[src/rtl/segLcdPkg.sv]
package segLcdPkg;

  // Strobes from the sequencing control to the datapath
  typedef struct packed {
    logic slotTick;
    logic frameEnd;
    logic copy;
  } lcdStrobe_t;

  // Number of commons in use for a duty code
  function automatic logic [3:0] dutyToCommons(input logic [2:0] code);
    case (code)
      3'd0:    return 4'd1;
      3'd1:    return 4'd2;
      3'd2:    return 4'd3;
      3'd3:    return 4'd4;
      default: return 4'd8;
    endcase
  endfunction

endpackage

[src/rtl/segLcdCtrl.sv]
module segLcdCtrl
  import segLcdPkg::*;
#(
  parameter int NUM_COM = 8,
  parameter int PSEL_W  = 3,
  parameter int DIV_W   = 8,
  parameter int BLINK_W = 4,
  localparam int COM_W  = (NUM_COM > 1) ? $clog2(NUM_COM) : 1,
  localparam int CN_W   = COM_W + 1,
  localparam int PCNT_W = (1 << PSEL_W) - 1
) (
  input  logic               clk,
  input  logic               rstN,
  input  logic               enable,
  input  logic [2:0]         dutySel,
  input  logic [PSEL_W-1:0]  prescSel,
  input  logic [DIV_W-1:0]   divVal,
  input  logic               updReq,
  input  logic               blinkEn,
  input  logic [BLINK_W-1:0] blinkDiv,
  output logic [COM_W-1:0]   slot,
  output logic [CN_W-1:0]    nCom,
  output logic               invPhase,
  output logic               blinkOff,
  output logic               updDone,
  output lcdStrobe_t         stb
);

  logic [PCNT_W-1:0]  pCnt;
  logic [PCNT_W-1:0]  pLimit;
  logic [DIV_W-1:0]   dCnt;
  logic [BLINK_W-1:0] bCnt;
  logic               pTick;
  logic               lastSlot;
  logic               pending;
  logic [3:0]         dutyCom;

  always_comb begin
    dutyCom = dutyToCommons(dutySel);
    if (32'(dutyCom) > NUM_COM) nCom = CN_W'(NUM_COM);
    else                        nCom = CN_W'(dutyCom);
  end

  assign pLimit       = ~({PCNT_W{1'b1}} << prescSel);
  assign pTick        = (pCnt == pLimit);
  assign stb.slotTick = pTick && (dCnt == divVal);
  assign lastSlot     = ({1'b0, slot} >= (nCom - CN_W'(1)));
  assign stb.frameEnd = stb.slotTick && lastSlot;
  assign stb.copy     = stb.frameEnd && pending;

  always_ff @(posedge clk or negedge rstN) begin
    if (!rstN) begin
      pCnt     <= '0;
      dCnt     <= '0;
      slot     <= '0;
      invPhase <= 1'b0;
      bCnt     <= '0;
      blinkOff <= 1'b0;
    end else if (!enable) begin
      pCnt     <= '0;
      dCnt     <= '0;
      slot     <= '0;
      invPhase <= 1'b0;
      bCnt     <= '0;
      blinkOff <= 1'b0;
    end else begin
      pCnt <= pTick ? '0 : pCnt + PCNT_W'(1);
      if (pTick) dCnt <= stb.slotTick ? '0 : dCnt + DIV_W'(1);
      if (stb.slotTick) slot <= lastSlot ? '0 : slot + COM_W'(1);
      if (stb.frameEnd) invPhase <= ~invPhase;
      if (!blinkEn) begin
        bCnt     <= '0;
        blinkOff <= 1'b0;
      end else if (stb.frameEnd) begin
        if (bCnt == blinkDiv) begin
          bCnt     <= '0;
          blinkOff <= ~blinkOff;
        end else begin
          bCnt <= bCnt + BLINK_W'(1);
        end
      end
    end
  end

  always_ff @(posedge clk or negedge rstN) begin
    if (!rstN) begin
      pending <= 1'b0;
      updDone <= 1'b0;
    end else if (updReq) begin
      pending <= 1'b1;
      updDone <= 1'b0;
    end else if (stb.copy) begin
      pending <= 1'b0;
      updDone <= 1'b1;
    end
  end

endmodule

[src/rtl/segLcdData.sv]
module segLcdData
  import segLcdPkg::*;
#(
  parameter int NUM_COM = 8,
  parameter int NUM_SEG = 44,
  parameter int LVL_W   = 3,
  parameter int BLINK_N = 8,
  localparam int COM_W  = (NUM_COM > 1) ? $clog2(NUM_COM) : 1,
  localparam int SEG_W  = (NUM_SEG > 1) ? $clog2(NUM_SEG) : 1,
  localparam int CN_W   = COM_W + 1
) (
  input  logic                     clk,
  input  logic                     rstN,
  input  logic                     enable,
  input  logic [1:0]               biasSel,
  input  lcdStrobe_t               stb,
  input  logic [COM_W-1:0]         slot,
  input  logic [CN_W-1:0]          nCom,
  input  logic                     invPhase,
  input  logic                     blinkOff,
  input  logic                     ramWrEn,
  input  logic [COM_W-1:0]         ramWrCom,
  input  logic [NUM_SEG-1:0]       ramWrData,
  input  logic [BLINK_N-1:0]       blinkMask,
  input  logic [BLINK_N*COM_W-1:0] blinkCom,
  input  logic [BLINK_N*SEG_W-1:0] blinkSeg,
  input  logic [NUM_COM-1:0]       comPinEn,
  input  logic [NUM_SEG-1:0]       segPinEn,
  output logic [NUM_COM-1:0]       comOe,
  output logic [NUM_SEG-1:0]       segOe,
  output logic [NUM_COM*LVL_W-1:0] comLvl,
  output logic [NUM_SEG*LVL_W-1:0] segLvl
);

  logic [NUM_SEG-1:0] shadowRam [NUM_COM];
  logic [NUM_SEG-1:0] activeRam [NUM_COM];
  logic [NUM_SEG-1:0] blinkHit;
  logic [NUM_SEG-1:0] pixOn;
  logic [LVL_W-1:0]   topLvl, nonRaw, offRaw;
  logic [LVL_W-1:0]   comSelL, comNonL, segOnL, segOffL;

  always_ff @(posedge clk or negedge rstN) begin
    if (!rstN) begin
      for (int r = 0; r < NUM_COM; r++) begin
        shadowRam[r] <= '0;
        activeRam[r] <= '0;
      end
    end else begin
      if (ramWrEn) shadowRam[ramWrCom] <= ramWrData;
      if (stb.copy) begin
        for (int r = 0; r < NUM_COM; r++) activeRam[r] <= shadowRam[r];
      end
    end
  end

  always_comb begin
    blinkHit = '0;
    for (int j = 0; j < NUM_SEG; j++) begin
      for (int k = 0; k < BLINK_N; k++) begin
        if (blinkMask[k] && (blinkCom[k*COM_W +: COM_W] == slot) &&
            (blinkSeg[k*SEG_W +: SEG_W] == SEG_W'(j)))
          blinkHit[j] = 1'b1;
      end
    end
  end

  assign pixOn = activeRam[slot] & ~({NUM_SEG{blinkOff}} & blinkHit);

  // Level codes: raw values for the non-inverted frame, mirrored as T-x otherwise
  assign topLvl  = LVL_W'(biasSel) + LVL_W'(1);
  assign nonRaw  = (topLvl > LVL_W'(1)) ? LVL_W'(1) : '0;
  assign offRaw  = (topLvl > LVL_W'(1)) ? topLvl - LVL_W'(1) : topLvl;
  assign comSelL = invPhase ? '0 : topLvl;
  assign comNonL = invPhase ? topLvl - nonRaw : nonRaw;
  assign segOnL  = invPhase ? topLvl : '0;
  assign segOffL = invPhase ? topLvl - offRaw : offRaw;

  for (genvar i = 0; i < NUM_COM; i++) begin : g_com
    assign comOe[i] = enable && comPinEn[i] && (CN_W'(i) < nCom);
    assign comLvl[i*LVL_W +: LVL_W] = !comOe[i] ? '0 :
                                      (slot == COM_W'(i)) ? comSelL : comNonL;
  end

  for (genvar j = 0; j < NUM_SEG; j++) begin : g_seg
    assign segOe[j] = enable && segPinEn[j];
    assign segLvl[j*LVL_W +: LVL_W] = !segOe[j] ? '0 :
                                      pixOn[j] ? segOnL : segOffL;
  end

endmodule

[src/rtl/segLcdTop.sv]
module segLcdTop
  import segLcdPkg::*;
#(
  parameter int NUM_COM = 8,
  parameter int NUM_SEG = 44,
  parameter int LVL_W   = 3,
  parameter int PSEL_W  = 3,
  parameter int DIV_W   = 8,
  parameter int BLINK_N = 8,
  parameter int BLINK_W = 4,
  localparam int COM_W  = (NUM_COM > 1) ? $clog2(NUM_COM) : 1,
  localparam int SEG_W  = (NUM_SEG > 1) ? $clog2(NUM_SEG) : 1,
  localparam int CN_W   = COM_W + 1
) (
  input  logic                     clk,
  input  logic                     rstN,
  input  logic                     enable,
  input  logic [2:0]               dutySel,
  input  logic [1:0]               biasSel,
  input  logic [PSEL_W-1:0]        prescSel,
  input  logic [DIV_W-1:0]         divVal,
  input  logic                     ramWrEn,
  input  logic [COM_W-1:0]         ramWrCom,
  input  logic [NUM_SEG-1:0]       ramWrData,
  input  logic                     updReq,
  input  logic                     blinkEn,
  input  logic [BLINK_W-1:0]       blinkDiv,
  input  logic [BLINK_N-1:0]       blinkMask,
  input  logic [BLINK_N*COM_W-1:0] blinkCom,
  input  logic [BLINK_N*SEG_W-1:0] blinkSeg,
  input  logic [NUM_COM-1:0]       comPinEn,
  input  logic [NUM_SEG-1:0]       segPinEn,
  output logic [NUM_COM-1:0]       comOe,
  output logic [NUM_SEG-1:0]       segOe,
  output logic [NUM_COM*LVL_W-1:0] comLvl,
  output logic [NUM_SEG*LVL_W-1:0] segLvl,
  output logic                     updDone
);

  lcdStrobe_t       stb;
  logic [COM_W-1:0] slot;
  logic [CN_W-1:0]  nCom;
  logic             invPhase;
  logic             blinkOff;

  segLcdCtrl #(
    .NUM_COM(NUM_COM), .PSEL_W(PSEL_W), .DIV_W(DIV_W), .BLINK_W(BLINK_W)
  ) u_ctrl (
    .clk(clk), .rstN(rstN), .enable(enable), .dutySel(dutySel),
    .prescSel(prescSel), .divVal(divVal), .updReq(updReq),
    .blinkEn(blinkEn), .blinkDiv(blinkDiv), .slot(slot), .nCom(nCom),
    .invPhase(invPhase), .blinkOff(blinkOff), .updDone(updDone), .stb(stb)
  );

  segLcdData #(
    .NUM_COM(NUM_COM), .NUM_SEG(NUM_SEG), .LVL_W(LVL_W), .BLINK_N(BLINK_N)
  ) u_data (
    .clk(clk), .rstN(rstN), .enable(enable), .biasSel(biasSel), .stb(stb),
    .slot(slot), .nCom(nCom), .invPhase(invPhase), .blinkOff(blinkOff),
    .ramWrEn(ramWrEn), .ramWrCom(ramWrCom), .ramWrData(ramWrData),
    .blinkMask(blinkMask), .blinkCom(blinkCom), .blinkSeg(blinkSeg),
    .comPinEn(comPinEn), .segPinEn(segPinEn), .comOe(comOe), .segOe(segOe),
    .comLvl(comLvl), .segLvl(segLvl)
  );

endmodule

[config.mk]
export PLATFORM = sky130hd
export DESIGN_NAME = segLcdTop
export DESIGN_NICKNAME = d
export VERILOG_FILES = /design/src/rtl/segLcdPkg.sv /design/src/rtl/segLcdCtrl.sv /design/src/rtl/segLcdData.sv /design/src/rtl/segLcdTop.sv
export SDC_FILE = /design/constraint.sdc
export NUM_CORES = 1
export LEC_CHECK = 0
export BUFFER_PORTS_ARGS = -buffer_cell sky130_fd_sc_hd__buf_2
export CORE_MARGIN = 2
export CORE_UTILIZATION = 40
export CTS_CLUSTER_SIZE = 10
export DETAILED_ROUTE_END_ITERATION = 10
export PLACE_DENSITY = 0.67
export SYNTH_ARGS = -nofsm -noshare
export SYNTH_HDL_FRONTEND = slang
export SYNTH_SLANG_ARGS = --single-unit
[constraint.sdc]
create_clock -name clk -period 4.41 [get_ports clk]
set_clock_uncertainty 0.1 [all_clocks]
set_input_delay 0.2205 -clock clk [delete_from_list [all_inputs] [get_ports clk]]
set_output_delay 0.2205 -clock clk [all_outputs]
set_load 0.05 [all_outputs]
==> impl_metrics.tcl <==
set metrics [dict create \
    worst_hold_path_type "in -> reg" \
    finalCritPeriodShare 0.969 \
    p_per_area_nw_per_um2 330 \
    yosysMostFrequentCell "dfrtp_1" \
    grt_pass1_vias 32200 \
    synthesis.area_um2 42500 \
    start_util 0.404 \
    synth_top_area_share 0.430 \
    num_rows 119 \
    syn_area_per_cell_um2 11.9 \
    clk_latency_ns 0.61 \
    ant_nets 0 \
    grt_pass1_wl_mm 214 \
    hold_slack_ns 0.0772 \
    crit_type "reg -> out" \
    synth.net_count 3793 \
    fp.dieH_um 330 \
    cp_max_fo 38 \
    fin_cells 5379 \
    placed_cells 5231 \
    grt_max_degree 113 \
    startpoint_type "register" \
    relSlewSlack 0.224 \
    postCtsSetupRepairBufs 0 \
    port_buffers 413 \
    root_buffer "clkbuf_16" \
    layout_setup_ws_ns 0.136 \
    firstDrtPassIters 8 \
    drv_slew 0 \
    crit_required_ns 4.09 \
    endpoint_kind "primary output" \
    avgRoutedWirePerCell_um 27.3 \
    yosysUniqueCellTypes 84 \
    intPower_mw 11.9 \
    finalSetupViolCount 0 \
    synth.area.top_cells "dfrtp_1 (43%), mux2_2 (14%), mux2_4 (5.5%)" \
    seq_area_frac_synth 0.430 \
    fin_nets 4196 \
    final-hold-violation-count 0 \
    yosys.area.top_type "dfrtp_1" \
    period_minus_slack_ns 4.27 \
    tightest_slew_ns 1.16 \
    synth_common_cells "dfrtp_1 (730), mux2_2 (547), nor3_1 (291)" \
    ys_warn_count 0 \
    core_area_um2 105000 \
    pwr-share-comb 0.151 \
    clock_path_buffers 3 \
    drt_iter0_drc 2924 \
    power.switching_mw 4.24 \
    vias 32700 \
    io_pins 414 \
    wirelength_mm 147 \
    antenna_found_initial 15 \
    viasPerCell 6.07 \
    grt-ovfl-total 0 \
    grt_usage 0.263 \
    dp_hpwl_mm 106 \
    drc 0 \
    async_reset_ff_frac 1.00 \
    clock_power_share 0.368 \
    p_leak_nw 22.5 \
    drv_cap 0 \
    rsz0062_at_grt "false" \
    gp_congestion 1.12 \
    pwr-share-seq 0.482 \
    synth_cells 3569 \
    cts_made_buffers 83 \
    worstPathArrival_ns 3.95 \
    drive_above_1_share 0.377 \
    status "completed" \
    syn2layout_area_growth_pct 15.2 \
    h-tree-depth 3 \
    fmax_ghz 0.234 \
    cts_tree "built" \
    ir_drop_uv 312 \
    synthFlopType "dfrtp_1" \
    synth_edf_count 0 \
    pre_cts_ws_ns 0.730 \
    clock-sinks 730 \
    path_clk_slew_ns 0.06 \
    fp.dieArea_um2 109000 \
    die_width_um 330 \
    p_sw_frac 0.263 \
    setup_tns_ns 0 \
    ys_ff_latch 730 \
]
## metal layers
layer / GRT usage / share of wire / vias to the layer above
li1: - / - / 14200
met1: 0.343 / 0.41 / 16600
met2: 0.421 / 0.46 / 1403
met3: 0.0438 / 0.068 / 368
met4: 0.140 / 0.060 / 18
met5: 0 / 0.00078 / -
## worst paths after layout
check / from / endpoint / slack (ns) / cells past startpoint
worst max-delay path: u_ctrl.slot[0] / segLvl[107] / 0.14 / 8
worst min-delay path: blinkDiv[2] / u_ctrl.bCnt[1] / 0.08 / 5
worst max register to register: u_ctrl.slot[1] / u_data.activeRam[237] / 0.77 / 9
worst min register to register: u_data.shadowRam[2] / u_data.activeRam[2] / 0.37 / 1
max in group asynchronous: rstN / u_ctrl.blinkOff / 2.84 / 4
min in group asynchronous: rstN / u_data.shadowRam[249] / 0.17 / 2
## placed cells by master, fill, tap and decap left out, drive strengths merged, types with 6 or more instances in the layout
cell type	synthesis	routed
a221oi	70	70
dlygate4sd3	0	47
mux2	716	716
o21ai	13	13
and3b	13	13
a22oi	7	7
ha	19	19
or2	6	6
nor4	20	20
nor3	291	291
inv	64	66
diode	0	6
xnor2	31	31
nand2	147	147
nand4	32	32
clkbuf	153	92
mux2i	260	260
nand2b	38	38
and4	18	18
a21oi	218	218
o32ai	12	12
xor2	20	20
buf	96	520
a32o	8	8
nor3b	15	15
dfrtp	730	730
o2bb2ai	11	11
a22o	9	9
a211oi	15	15
o22ai	51	51
nor2b	36	36
and2	11	11
nor2	157	157
a221o	70	70
mux4	88	88
nand3	49	49
a2bb2o	7	7
a311oi	11	11
## area by class of cell
| class | count | area (um2) |
|---|---|---|
| antenna | 6 | 15.0 |
| clock buffer | 92 | 2170 |
| clock inverter | 3 | 47.5 |
| fill | 9468 | 56300 |
| inverter | 64 | 245 |
| multi-input combinational | 2526 | 22800 |
| sequential | 730 | 18300 |
| tap | 1391 | 1740 |
| timing repair buffer | 567 | 3650 |
## power groups by stage
stage / clock (mW) / combinational, mW / sequential, mW
global placement: 0 / 2.33 / 7.83
floorplan: 0 / 1.61 / 7.77
global route: 6.37 / 2.62 / 7.86
CTS: 6.10 / 2.43 / 7.77
finish: 5.93 / 2.43 / 7.77
detailed placement: 0 / 2.38 / 7.88
## registers in the layout, summed over array words and instances (netlist names)
signal	cells
u_ctrl.blinkOff	1
u_ctrl.slot	3
u_ctrl.updDone	1
u_data.shadowRam	352
u_ctrl.invPhase	1
u_ctrl.pCnt	7
u_ctrl.bCnt	4
u_ctrl.dCnt	8
u_ctrl.pending	1
u_data.activeRam	352
## critical path: stages (launching register included)
cell	delay (ns)
dfrtp_4	0.65
buf_12	0.35
mux4_2	0.58
mux2i_4	0.46
nor2_1	0.21
mux2i_1	0.22
a21oi_1	0.06
nor3_1	0.37
buf_2	0.35
## what timing repair did
item                       in CTS  in global routing
gates resized for setup         0                  1
hold endpoints to repair      451                  0
setup endpoints to repair       0                  8
hold buffers                   47                  0
## logic make-up after synthesis
| group | after synthesis | share of synthesized area |
|---|---|---|
| AOI/OAI and AO/OA | 534 | 0.0898 |
| xor gates and xnor gates | 51 | 0.0112 |
| adders and majority gates | 19 | 0.00559 |
| buffers and inverters | 313 | 0.0353 |
| DFF | 730 | 0.430 |
| muxes | 1064 | 0.324 |
| and+or+nand+nor | 858 | 0.104 |
## stage by stage
step | utilization | instance area [um2] | total power [mW]
floorplan | - | 42500 | 9.38
global placement | 0.439 | 46300 | 10.2
detailed placement | 0.439 | 46300 | 10.3
CTS | 0.465 | 48900 | 16.3
global route | 0.465 | 49000 | 16.8
finish | 0.465 | 49000 | 16.1
No activity file was read; power rests on OpenSTA's default activity.
